[config.mk]
export PLATFORM = sky130hd
export DESIGN_NAME = memSpaceMapper
export DESIGN_NICKNAME = d
export VERILOG_FILES = /design/src/rtl/memMapPkg.sv /design/src/rtl/memMapCtrl.sv /design/src/rtl/memMapPath.sv /design/src/rtl/memSpaceMapper.sv
export SDC_FILE = /design/constraint.sdc
export NUM_CORES = 1
export LEC_CHECK = 0
export ABC_AREA = 1
export BUFFER_PORTS_ARGS = -buffer_cell sky130_fd_sc_hd__buf_2
export CAP_MARGIN = 20
export CORE_UTILIZATION = 36
export DETAILED_ROUTE_END_ITERATION = 6
export MAX_ROUTING_LAYER = met4
export PLACE_DENSITY = 0.82
export SYNTH_ARGS = -nofsm -noshare
export SYNTH_HDL_FRONTEND = slang
export SYNTH_SLANG_ARGS = --single-unit
[constraint.sdc]
create_clock -name clk -period 1.3 [get_ports clk]
set_input_delay 0.195 -clock clk [delete_from_list [all_inputs] [get_ports clk]]
set_output_delay 0.195 -clock clk [all_outputs]
set_load 0.005 [all_outputs]
[src/rtl/memMapPkg.sv]
package memMapPkg;
  localparam int NUM_MEM = 3;

  typedef enum logic [1:0] {
    REG_FLASH = 2'd0,
    REG_SRAM  = 2'd1,
    REG_ROM   = 2'd2,
    REG_BAD   = 2'd3
  } region_e;

  typedef struct packed {
    logic [NUM_MEM-1:0] fetchSel;
    logic               fetchFault;
    logic [NUM_MEM-1:0] dataSel;
    logic               dataFault;
  } strobes_t;
endpackage

[src/rtl/memMapCtrl.sv]
module memMapCtrl
  import memMapPkg::*;
#(
  parameter int ADDR_W = 16,
  parameter int FLASH_AW = 14,
  parameter int SRAM_AW = 8,
  parameter int ROM_AW = 11,
  parameter logic [ADDR_W-1:0] FLASH_BASE = 16'h0000,
  parameter logic [ADDR_W-1:0] SRAM_BASE = 16'h8000,
  parameter logic [ADDR_W-1:0] ROM_BASE = 16'hC000
) (
  input  logic              clk,
  input  logic              rstN,
  input  logic              pcLoad,
  input  logic [ADDR_W-1:0] pcIn,
  input  logic [1:0]        regionIn,
  input  logic              fetchEn,
  input  logic              dataEn,
  input  logic [ADDR_W-1:0] dataAddr,
  output logic [ADDR_W-1:0] pcQ,
  output strobes_t          strb
);
  localparam int MEM_AW [NUM_MEM] = '{FLASH_AW, SRAM_AW, ROM_AW};
  localparam logic [ADDR_W-1:0] MEM_BASE [NUM_MEM] = '{FLASH_BASE, SRAM_BASE, ROM_BASE};

  region_e regionQ;
  logic [NUM_MEM-1:0] fetchHit;
  logic [NUM_MEM-1:0] dataHit;

  always_ff @(posedge clk or negedge rstN) begin
    if (!rstN) begin
      regionQ <= REG_FLASH;
      pcQ     <= '0;
    end else if (pcLoad) begin
      regionQ <= region_e'(regionIn);
      pcQ     <= pcIn;
    end
  end

  for (genvar g = 0; g < NUM_MEM; g++) begin : gMem
    logic isExec;
    logic pcInside;
    logic inWindow;
    assign isExec   = (regionQ == region_e'(2'(g)));
    assign pcInside = ((pcQ >> MEM_AW[g]) == '0);
    assign inWindow = ((dataAddr >> MEM_AW[g]) == (MEM_BASE[g] >> MEM_AW[g]));
    assign fetchHit[g] = fetchEn && isExec && pcInside;
    assign dataHit[g]  = dataEn && inWindow && !isExec && (regionQ != REG_BAD);
  end

  always_comb begin
    strb.fetchSel   = fetchHit;
    strb.fetchFault = fetchEn && (fetchHit == '0);
    strb.dataSel    = dataHit;
    strb.dataFault  = dataEn && (dataHit == '0);
  end
endmodule

[src/rtl/memMapPath.sv]
module memMapPath
  import memMapPkg::*;
#(
  parameter int ADDR_W = 16,
  parameter int DATA_W = 16,
  parameter int LOCAL_AW = 14,
  parameter int FLASH_AW = 14,
  parameter int SRAM_AW = 8,
  parameter int ROM_AW = 11,
  parameter logic [ADDR_W-1:0] FLASH_BASE = 16'h0000,
  parameter logic [ADDR_W-1:0] SRAM_BASE = 16'h8000,
  parameter logic [ADDR_W-1:0] ROM_BASE = 16'hC000
) (
  input  logic [ADDR_W-1:0]   pcQ,
  input  logic [ADDR_W-1:0]   dataAddr,
  input  strobes_t            strb,
  input  logic [DATA_W-1:0]   flashRdata,
  input  logic [DATA_W-1:0]   sramRdata,
  input  logic [DATA_W-1:0]   romRdata,
  output logic [LOCAL_AW-1:0] fetchAddr,
  output logic [DATA_W-1:0]   fetchWord,
  output logic [LOCAL_AW-1:0] dataLocal,
  output logic [DATA_W-1:0]   dataRdata
);
  localparam logic [ADDR_W-1:0] MASK [NUM_MEM] = '{
    ADDR_W'((1 << FLASH_AW) - 1), ADDR_W'((1 << SRAM_AW) - 1), ADDR_W'((1 << ROM_AW) - 1)};
  localparam logic [ADDR_W-1:0] MEM_BASE [NUM_MEM] = '{FLASH_BASE, SRAM_BASE, ROM_BASE};

  logic [DATA_W-1:0] rdWord [NUM_MEM];
  assign rdWord[0] = flashRdata;
  assign rdWord[1] = sramRdata;
  assign rdWord[2] = romRdata;

  always_comb begin
    fetchAddr = '0;
    fetchWord = '0;
    dataLocal = '0;
    dataRdata = '0;
    for (int i = 0; i < NUM_MEM; i++) begin
      if (strb.fetchSel[i]) begin
        fetchAddr = LOCAL_AW'(pcQ & MASK[i]);
        fetchWord = rdWord[i];
      end
      if (strb.dataSel[i]) begin
        dataLocal = LOCAL_AW'((dataAddr - MEM_BASE[i]) & MASK[i]);
        dataRdata = rdWord[i];
      end
    end
  end
endmodule

[src/rtl/memSpaceMapper.sv]
module memSpaceMapper
  import memMapPkg::*;
#(
  parameter int ADDR_W = 16,
  parameter int DATA_W = 16,
  parameter int FLASH_AW = 14,
  parameter int SRAM_AW = 8,
  parameter int ROM_AW = 11,
  parameter logic [ADDR_W-1:0] FLASH_BASE = 16'h0000,
  parameter logic [ADDR_W-1:0] SRAM_BASE = 16'h8000,
  parameter logic [ADDR_W-1:0] ROM_BASE = 16'hC000,
  localparam int LOCAL_AW = (FLASH_AW > SRAM_AW)
                            ? ((FLASH_AW > ROM_AW) ? FLASH_AW : ROM_AW)
                            : ((SRAM_AW > ROM_AW) ? SRAM_AW : ROM_AW)
) (
  input  logic                clk,
  input  logic                rstN,
  input  logic                pcLoad,
  input  logic [ADDR_W-1:0]   pcIn,
  input  logic [1:0]          regionIn,
  input  logic                fetchEn,
  input  logic                dataEn,
  input  logic [ADDR_W-1:0]   dataAddr,
  input  logic [DATA_W-1:0]   flashRdata,
  input  logic [DATA_W-1:0]   sramRdata,
  input  logic [DATA_W-1:0]   romRdata,
  output logic [NUM_MEM-1:0]  fetchSel,
  output logic [LOCAL_AW-1:0] fetchAddr,
  output logic [DATA_W-1:0]   fetchWord,
  output logic                fetchFault,
  output logic [NUM_MEM-1:0]  dataSel,
  output logic [LOCAL_AW-1:0] dataLocal,
  output logic [DATA_W-1:0]   dataRdata,
  output logic                dataFault
);
  logic [ADDR_W-1:0] pcQ;
  strobes_t strb;

  memMapCtrl #(
    .ADDR_W(ADDR_W), .FLASH_AW(FLASH_AW), .SRAM_AW(SRAM_AW), .ROM_AW(ROM_AW),
    .FLASH_BASE(FLASH_BASE), .SRAM_BASE(SRAM_BASE), .ROM_BASE(ROM_BASE)
  ) i_ctrl (
    .clk(clk), .rstN(rstN), .pcLoad(pcLoad), .pcIn(pcIn), .regionIn(regionIn),
    .fetchEn(fetchEn), .dataEn(dataEn), .dataAddr(dataAddr), .pcQ(pcQ), .strb(strb)
  );

  memMapPath #(
    .ADDR_W(ADDR_W), .DATA_W(DATA_W), .LOCAL_AW(LOCAL_AW),
    .FLASH_AW(FLASH_AW), .SRAM_AW(SRAM_AW), .ROM_AW(ROM_AW),
    .FLASH_BASE(FLASH_BASE), .SRAM_BASE(SRAM_BASE), .ROM_BASE(ROM_BASE)
  ) i_path (
    .pcQ(pcQ), .dataAddr(dataAddr), .strb(strb),
    .flashRdata(flashRdata), .sramRdata(sramRdata), .romRdata(romRdata),
    .fetchAddr(fetchAddr), .fetchWord(fetchWord), .dataLocal(dataLocal), .dataRdata(dataRdata)
  );

  assign fetchSel   = strb.fetchSel;
  assign fetchFault = strb.fetchFault;
  assign dataSel    = strb.dataSel;
  assign dataFault  = strb.dataFault;
endmodule

==> flow_metrics.py, run 1 <==
metrics = {
    "synth": {
        "syn_area_sq_mm": 0.001988,
        "synth.top_cell.area_share": 0.2266,
        "synth_area_leader_cell": "dfrtp_1",
        "ys_ff_latch": 18,
        "synth_warnings": 0,
        "synth.top_cells.by_area": "dfrtp_1, nand3_1, nand2_1",
        "synthCells": 343,
        "synth_cell_types": 25,
        "synth_fp_nets": 430,
        "seq_area_frac_synth": 0.2266,
        "syn_area_per_cell_sq_um": 5.796,
    },
    "grt": {
        "grt_max_degree": 23,
        "grt_busiest_layer": "met2",
        "gr-total-overflow": 0,
        "grt_pass1_wl_mm": 12.83,
        "antenna_found_initial": 0,
        "use_met2": 0.4901,
        "grt_pass1_vias": 2939,
        "met3_usage": 0.03234,
        "track_usage": 0.2729,
        "grtUsageMet1": 0.2926,
    },
    "clock_tree": {
        "cts_inserted_buffers": 3,
        "clkTransAtPathRegs_ps": 60,
        "clock_path_buffers": 2,
        "insertion_delay_ps": 250,
        "cts_tree": "done",
        "cts-htree-levels": 1,
        "cts_root_buffer": "clkbuf_8",
        "cts.sinks": 18,
    },
    "power_and_ir_drop": {
        "internal-power_uw": 1183,
        "power_frac_clock": 0.206,
        "pwr-share-seq": 0.349,
        "powerDensity_mw_per_mm2": 465.4,
        "p_switching_uw": 632.5,
        "swShare": 0.3485,
        "power.total_uw": 1815,
        "peakVddDrop_mv": 0.6742,
        "combPwrFrac": 0.446,
        "leakagePower_uw": 0.002349,
    },
    "final_layout": {
        "nets": 620,
        "drive_gt1_frac": 0.6271,
        "final_common_cell": "buf_2",
        "antenna_cells": 0,
        "area_growth_pct": 96.16,
        "layout_common_cells": "buf_2, nand2_1, inv_1",
    },
    "place": {
        "place_ws_ps": -204.6,
        "portBuffers": 154,
        "dp_hpwl_mm": 5.310,
        "place.gp.congestion": 0.9126,
    },
    "timing": {
        "fin_crit_sh": 1.373,
        "rsz0062_at_grt": "true",
        "fin_ws_ps": -484.3,
        "maxSlewHeadroom": 0.7360,
        "final.setup.tns_ps": -26130,
        "final_hold_viol_count": 0,
        "fin_crit_ps": 1784,
        "fin_hold_ws_ps": 150.5,
        "slew_violations": 0,
        "fmax_ghz": 0.5604,
        "skew_ps": 0,
        "finalSetupViolCount": 68,
        "tightest_slew_ps": 396.0,
    },
    "flow_run": {
        "maxCapViolations": 0,
    },
    "die": {
        "die_y_um": 76.32,
        "die-area_sq_mm": 0.005824,
        "row_count": 26,
        "core_area_sq_mm": 0.005205,
        "die_w_um": 76.32,
        "ios": 155,
        "start_util": 0.3820,
    },
    "hold_path": {
        "hold_class": "in -> reg",
    },
    "worst_setup_path": {
        "worstPathRequired_ps": 1110,
        "critPathTopFamily": "simple AND/OR/NAND/NOR gates",
        "cp_max_fo": 7,
        "regToRegSetupSlack_ps": 310,
        "path_cells": "inv_2 -> nand4_1 -> nor2_4 -> buf_12 -> buf_12 -> nand3_2 -> nand3_2 -> buf_2",
        "path_class": "reg -> out",
        "worst-path-buf-inv": 4,
        "crit_path_start_kind": "register",
        "end_kind": "output pin",
        "crit_arrival_ps": 1590,
        "crit_path_top_delay_cell": "dfrtp_1",
        "critPathMaxStageDelay_ps": 370,
    },
    "drt": {
        "routed_wl_mm": 8.751,
        "wl_per_cell_um": 14.56,
        "drc": 0,
        "vias_per_cell": 5.178,
        "vias": 3112,
        "drtPass1Iterations": 5,
        "dr.first_iter.drc_count": 139,
        "ant_nets": 0,
    },
    "status": {
        "outcome": "finished with violations",
        "violations": "setup timing",
    },
}
[cells by family after synthesis]
group	Yosys count	synth area share
simple gates	213	0.5135
flops	18	0.2266
compound gates	24	0.06042
mux	2	0.01133
buf+inv	86	0.1882
[power by group through the flow]
stage	logic, uW	clock network (uW)	registers [uW]
final	809	373	633
after CTS	686	390	632
after floorplan	269	0	636
after global routing	871	412	638
after global placement	589	0	639
after detailed placement	600	0	641
[worst min-delay path, cell delays in order]
cell and delay (ps):
buf_2 70, nand2_1 40, o21ai_0 60
[state kept, by name, indices dropped and copies added (netlist names)]
signal,cells
i_ctrl.regionQ,2
i_ctrl.pcQ,16
[layout make-up]
cell class / count / area (sq um)
Multi-Input combinational cell: 240 / 1727
Fill cell: 365 / 1305
Timing Repair Buffer: 199 / 1304
Sequential cell: 18 / 451.7
Inverter: 70 / 272.8
Tap cell: 70 / 87.58
Clock buffer: 3 / 41.29
Timing Repair inverter: 1 / 16.27
[synthesized netlist by cell type (all sizes together)]
| library cell | number |
|---|---|
| nor3 | 3 |
| nand4 | 2 |
| nand2 | 92 |
| mux2 | 2 |
| and2 | 1 |
| nand3 | 81 |
| nor2 | 33 |
| and3 | 1 |
| buf | 12 |
| dfrtp | 18 |
| inv | 70 |
| a21oi | 8 |
| o21ai | 16 |
| clkbuf | 4 |
[stage by stage]
stage | cell area [sq um] | std cells | utilization
4_1_cts | 3562 | 596 | 0.6844
6_report | 3900 | 601 | 0.7493
3_5_place_dp | 3049 | 578 | 0.5858
3_3_place_gp | 3049 | 578 | 0.5858
5_1_grt | 3900 | 601 | 0.7493
2_1_floorplan | 2049 | 343 | -
[repair_timing]
action,in CTS,in global routing
cloned,4,1
pin swaps,21,30
setup endpoints to repair,68,68
gates resized for setup,76,63
buffers inserted,10,4
endpoints found under the hold margin,18,0
hold buffers,1,0
[metal layers]
metal / share of wire / wire [um] / up-vias
li1: - / - / 1454
met1: 0.37 / 3202 / 1412
met2: 0.52 / 4537 / 197
met3: 0.065 / 571 / 49
met4: 0.050 / 439 / 0
met5: 0 / 0 / -
[path summary, 6_finish.rpt]
| kind | startpoint | end | depth (start not counted) |
|---|---|---|---|
| worst max-delay path | i_ctrl.pcQ[11] | fetchWord[3] | 8 |
| worst min-delay path | pcIn[0] | i_ctrl.pcQ[0] | 3 |
| worst max register to register | i_ctrl.regionQ[0] | i_ctrl.regionQ[0] | 5 |
| worst min register to register | i_ctrl.pcQ[14] | i_ctrl.pcQ[14] | 1 |
| max in group asynchronous | rstN | i_ctrl.regionQ[1] | 2 |
| min in group asynchronous | rstN | i_ctrl.pcQ[7] | 2 |
(Power assumes the default switching activity.)
==> run 2: changes to the inputs <==
--- a/config.mk
+++ b/config.mk
@@ -12,6 +12,7 @@
 export DETAILED_ROUTE_END_ITERATION = 6
 export MAX_ROUTING_LAYER = met4
 export PLACE_DENSITY = 0.82
+export SKIP_LAST_GASP = 1
 export SYNTH_ARGS = -nofsm -noshare
 export SYNTH_HDL_FRONTEND = slang
 export SYNTH_SLANG_ARGS = --single-unit
==> flow_metrics.py, run 2 (synthesis results as in run 1) <==
metrics = {
    "timing": {
        "slew_violations": 0,
        "final_hold_viol_count": 0,
        "tightest_slew_ps": 395.2,
        "fin_crit_sh": 1.476,
        "fin_ws_ps": -618.7,
        "maxSlewHeadroom": 0.7365,
        "fin_hold_ws_ps": 148.8,
        "rsz0062_at_grt": "true",
        "fmax_ghz": 0.5212,
        "final.setup.tns_ps": -26530,
        "finalSetupViolCount": 68,
        "skew_ps": 0,
        "fin_crit_ps": 1919,
    },
    "grt": {
        "grt_pass1_vias": 2934,
        "track_usage": 0.2740,
        "grt_max_degree": 23,
        "gr-total-overflow": 0,
        "antenna_found_initial": 0,
        "grt_pass1_wl_mm": 12.88,
    },
    "final_layout": {
        "final_cells": 601,
        "largest_reg_flops": 16,
        "nets": 620,
        "regMostFlops": "i_ctrl.pcQ",
        "multiInputGateArea_sq_mm": 0.001764,
        "reg_top3": "i_ctrl.pcQ x16, i_ctrl.regionQ x2",
        "seq_area_sq_um": 451.7,
        "area_growth_pct": 97.86,
        "fin_util": 0.7558,
        "layout_common_cells": "buf_2, nand2_1, inv_1",
        "final_common_cell": "buf_2",
        "drive_gt1_frac": 0.6309,
        "antenna_cells": 0,
        "fillerInstances": 351,
    },
    "flow_run": {
        "maxCapViolations": 0,
    },
    "status": {
        "violations": "setup timing",
        "outcome": "finished with violations",
    },
    "power_and_ir_drop": {
        "peakVddDrop_mv": 0.6743,
        "powerDensity_mw_per_mm2": 466.2,
        "leakagePower_uw": 0.002347,
    },
    "clock_tree": {
        "cts_tree": "done",
        "clkTransAtPathRegs_ps": 60,
        "cts_inserted_buffers": 3,
        "cts-htree-levels": 1,
        "insertion_delay_ps": 250,
        "clock_path_buffers": 2,
        "cts.sinks": 18,
        "cts_root_buffer": "clkbuf_8",
    },
    "drt": {
        "dr.first_iter.drc_count": 192,
        "vias_per_cell": 5.286,
        "routed_wl_mm": 9.343,
        "vias": 3177,
        "wl_per_cell_um": 15.55,
        "drtPass1Iterations": 6,
        "drc": 0,
        "ant_nets": 0,
    },
    "die": {
        "core_area_sq_mm": 0.005205,
        "die_w_um": 76.32,
        "die_y_um": 76.32,
        "ios": 155,
        "start_util": 0.3820,
        "row_count": 26,
        "die-area_sq_mm": 0.005824,
    },
    "worst_setup_path": {
        "worstPathRequired_ps": 1110,
        "crit_path_start_kind": "register",
        "regToRegSetupSlack_ps": 310,
        "crit_arrival_ps": 1720,
        "path_class": "reg -> out",
        "cp_max_fo": 7,
        "end_kind": "output pin",
    },
    "place": {
        "portBuffers": 154,
        "place_ws_ps": -204.6,
        "dp_hpwl_mm": 5.310,
        "place.gp.congestion": 0.9126,
        "placed_cells": 578,
    },
    "hold_path": {
        "hold_class": "in -> reg",
    },
}
==> run 2: changes by cell type in the layout (fill, tap and decap cells not counted) <==
cell,previous run,this run
inv_1,61,60
nand3_4,10,15
inv_2,7,8
nand3_2,60,54
nand2_2,12,14
buf_6,12,11
nand2_1,74,72
nand3_1,11,12
buf_4,25,26
==> run 2: per-stage QoR <==
step / instance area [sq um] / total power [uW]
after floorplan: 2049 / 905.1
after global placement: 3049 / 1228
after detailed placement: 3049 / 1241
after CTS: 3551 / 1708
after global routing: 3934 / 1938
final: 3934 / 1834
==> run 2: cell type report <==
cell class,count,share of cell area
Tap cell,70,0.02226
Sequential cell,18,0.1148
Clock buffer,3,0.01050
Multi-Input combinational cell,240,0.4485
Timing Repair inverter,1,0.004135
Timing Repair Buffer,199,0.3305
Inverter,70,0.06934
==> run 2: path summary, 6_finish.rpt <==
path / start / to / cells past startpoint
min in group asynchronous: rstN / i_ctrl.pcQ[7] / 2
setup / recovery: i_ctrl.pcQ[11] / fetchWord[0] / 8
setup reg to reg: i_ctrl.regionQ[0] / i_ctrl.regionQ[0] / 5
hold reg to reg: i_ctrl.pcQ[14] / i_ctrl.pcQ[14] / 1
hold / removal: pcIn[0] / i_ctrl.pcQ[0] / 3
max in group asynchronous: rstN / i_ctrl.regionQ[1] / 2
==> run 2: timing repair <==
item / CTS / global route
gates resized for setup: 74 / 71
hold buffers: 1 / 0
endpoints found under the hold margin: 18 / 0
pin swaps: 21 / 29
gates cloned: 4 / 1
setup buffers: 10 / 4
endpoints found under the setup margin: 68 / 68
==> run 2: critical path, stage by stage (launching register included) <==
cell and delay [ps]:
dfrtp_1 370, inv_2 80, buf_4 110, nand4_1 130
nor2_4 170, buf_4 180, nand2_1 150, nand3_1 160
buf_2 130
==> run 2: per-layer routing <==
metal  up-vias  track usage  part of all wire
met2       215       0.4928              0.50
li1       1448            -                 -
met3        86      0.03234             0.081
met4         0       0.1385             0.066
met1      1428       0.2956              0.36
met5         -            -                 0
==> run 2: power breakdown <==
part	switching, uW	internal [uW]	total [uW]
Sequential	21.5	611	633
Clock	170	206	376
Combinational	460	366	825
Total	651	1180	1830
==> run 3: changes to the inputs <==
--- a/config.mk
+++ b/config.mk
@@ -8,7 +8,9 @@
 export ABC_AREA = 1
 export BUFFER_PORTS_ARGS = -buffer_cell sky130_fd_sc_hd__buf_2
 export CAP_MARGIN = 20
-export CORE_UTILIZATION = 36
+export CELL_PAD_IN_SITES_DETAIL_PLACEMENT = 0
+export CELL_PAD_IN_SITES_GLOBAL_PLACEMENT = 1
+export CORE_UTILIZATION = 22
 export DETAILED_ROUTE_END_ITERATION = 6
 export MAX_ROUTING_LAYER = met4
 export PLACE_DENSITY = 0.82
==> constraint.sdc (replaced) <==
create_clock -name clk -period 1.7 [get_ports clk]
set_input_delay 0.255 -clock clk [delete_from_list [all_inputs] [get_ports clk]]
set_output_delay 0.255 -clock clk [all_outputs]
set_load 0.005 [all_outputs]
==> flow_metrics.py, run 3 (synthesis results as in run 1) <==
metrics = {
    "die": {
        "row_count": 34,
        "die-area_sq_mm": 0.009422,
        "die_w_um": 97.07,
        "core_area_sq_mm": 0.008721,
        "ios": 155,
        "start_util": 0.2280,
        "die_y_um": 97.07,
    },
    "worst_setup_path": {
        "critPathMaxStageDelay_ps": 460,
        "end_kind": "output pin",
        "worstSetupStartpoint": "i_ctrl.regionQ[1]",
        "worstPathRequired_ps": 1440,
        "critPathTopFamily": "simple AND/OR/NAND/NOR gates",
        "crit_path_start_kind": "register",
        "crit_path_top_delay_cell": "dfrtp_2",
        "crit_arrival_ps": 1610,
        "r2r_start": "i_ctrl.regionQ[0]",
        "path_cells": "inv_2 -> nand2_4 -> nor2_4 -> nand2_2 -> a21oi_2 -> buf_2",
        "worst-path-buf-inv": 2,
        "cp_max_fo": 5,
        "path_class": "reg -> out",
    },
    "final_layout": {
        "area_growth_pct": 83.89,
        "layout_common_cells": "buf_2, nand2_1, inv_1",
        "largest_reg_flops": 16,
        "regMostFlops": "i_ctrl.pcQ",
        "nets": 609,
        "final_cells": 629,
        "antenna_cells": 0,
        "reg_top3": "i_ctrl.pcQ x16, i_ctrl.regionQ x2",
        "drive_gt1_frac": 0.5528,
        "final_common_cell": "buf_2",
    },
    "power_and_ir_drop": {
        "powerDensity_mw_per_mm2": 378.4,
        "power.total_uw": 1383,
        "peakVddDrop_mv": 0.5199,
        "leakagePower_uw": 0.002241,
    },
    "drt": {
        "wl_per_cell_um": 13.30,
        "drtPass1Iterations": 4,
        "ant_nets": 0,
        "vias_per_cell": 4.482,
        "drc": 0,
        "vias": 2819,
        "dr.first_iter.drc_count": 81,
        "routed_wl_mm": 8.364,
    },
    "clock_tree": {
        "cts_root_buffer": "clkbuf_8",
        "insertion_delay_ps": 250,
        "cts_tree": "done",
        "cts-htree-levels": 1,
        "clkTransAtPathRegs_ps": 70,
        "cts.sinks": 18,
        "clock_path_buffers": 2,
        "cts_inserted_buffers": 3,
    },
    "timing": {
        "fmax_ghz": 0.5367,
        "finalSetupViolCount": 57,
        "tightest_slew_ps": 405.0,
        "slew_violations": 0,
        "fin_crit_ps": 1863,
        "final_hold_viol_count": 0,
        "maxSlewHeadroom": 0.7300,
        "fin_crit_sh": 1.096,
        "fin_ws_ps": -163.3,
        "rsz0062_at_grt": "true",
        "final.setup.tns_ps": -5846,
        "skew_ps": 0,
    },
    "flow_run": {
        "maxCapViolations": 0,
    },
    "grt": {
        "track_usage": 0.1724,
        "grt_pass1_vias": 2764,
        "gr-total-overflow": 0,
        "antenna_found_initial": 0,
        "grt_max_degree": 33,
        "grt_pass1_wl_mm": 13.15,
    },
    "place": {
        "placed_cells": 606,
        "dp_hpwl_mm": 6.185,
        "portBuffers": 154,
        "place.gp.congestion": 0.7907,
        "place_ws_ps": 87.76,
    },
    "status": {
        "violations": "setup timing",
        "outcome": "finished with violations",
    },
    "hold_path": {
        "hold_class": "in -> reg",
        "min_from": "regionIn[0]",
    },
}
[run 3: changes by cell type in the layout (fill, tap and decap cells not counted), moves of 4 or more]
cell,change
buf_4,-15
buf_6,+4
nand2_4,-4
nand3_1,+32
nand3_2,-18
nand3_4,-14
[run 3: worst reg2reg max path, cell delays in order, from the launching register on]
cell and delay [ps]:
dfrtp_1 390, inv_2 80, buf_4 130, buf_4 120, o21ai_0 120
[run 3: metal layers]
layer	routed length, um	track usage	share of wire	up-vias
li1	-	-	-	1423
met1	3474	0.2006	0.42	1274
met2	4170	0.3066	0.50	109
met3	636	0.03381	0.076	13
met4	82	0.03674	0.0098	0
met5	0	-	0	-
[run 3: timing repair]
item                       CTS  global route
pin swaps                   11            34
hold endpoints to repair    18             0
cloned                       4             2
setup endpoints to repair   63            64
hold buffers                 1             0
resized for setup           52            61
buffers inserted            10             4
[run 3: through the flow]
| stage | utilization | hold WS (ps) | area [sq um] |
|---|---|---|---|
| finish | 0.4192 | 206.3 | 3656 |
| global route | 0.4192 | 203.3 | 3656 |
| CTS | 0.3836 | 201.9 | 3346 |
| detailed placement | 0.3372 | 208.7 | 2940 |
| global placement | 0.3372 | 203.5 | 2940 |
| floorplan | - | -40.59 | 1988 |
[run 3: cell type report]
type / count / area [sq um]
clock buffers: 4 / 55.05
multi-input cells: 240 / 1514
flip-flops and latches: 18 / 451.7
repair buffers: 189 / 1222
fillers: 958 / 5065
inverters: 70 / 277.8
well taps: 108 / 135.1
[run 3: final timing paths]
kind / slack (ps) / to / cells past startpoint
setup / recovery: -160 / fetchAddr[0] / 6
hold / removal: 210 / i_ctrl.regionQ[0] / 3
setup reg to reg: 790 / i_ctrl.regionQ[0] / 4
hold reg to reg: 540 / i_ctrl.pcQ[4] / 2
max in group asynchronous: 930 / i_ctrl.regionQ[1] / 2
min in group asynchronous: 460 / i_ctrl.pcQ[7] / 2
[run 3: report_power, final]
group          internal, uW  switching (uW)  leakage, uW
Combinational           256             300      0.00200
Clock                   205             135    0.0000288
Sequential              467            19.0     0.000217
Total                   929             454      0.00224
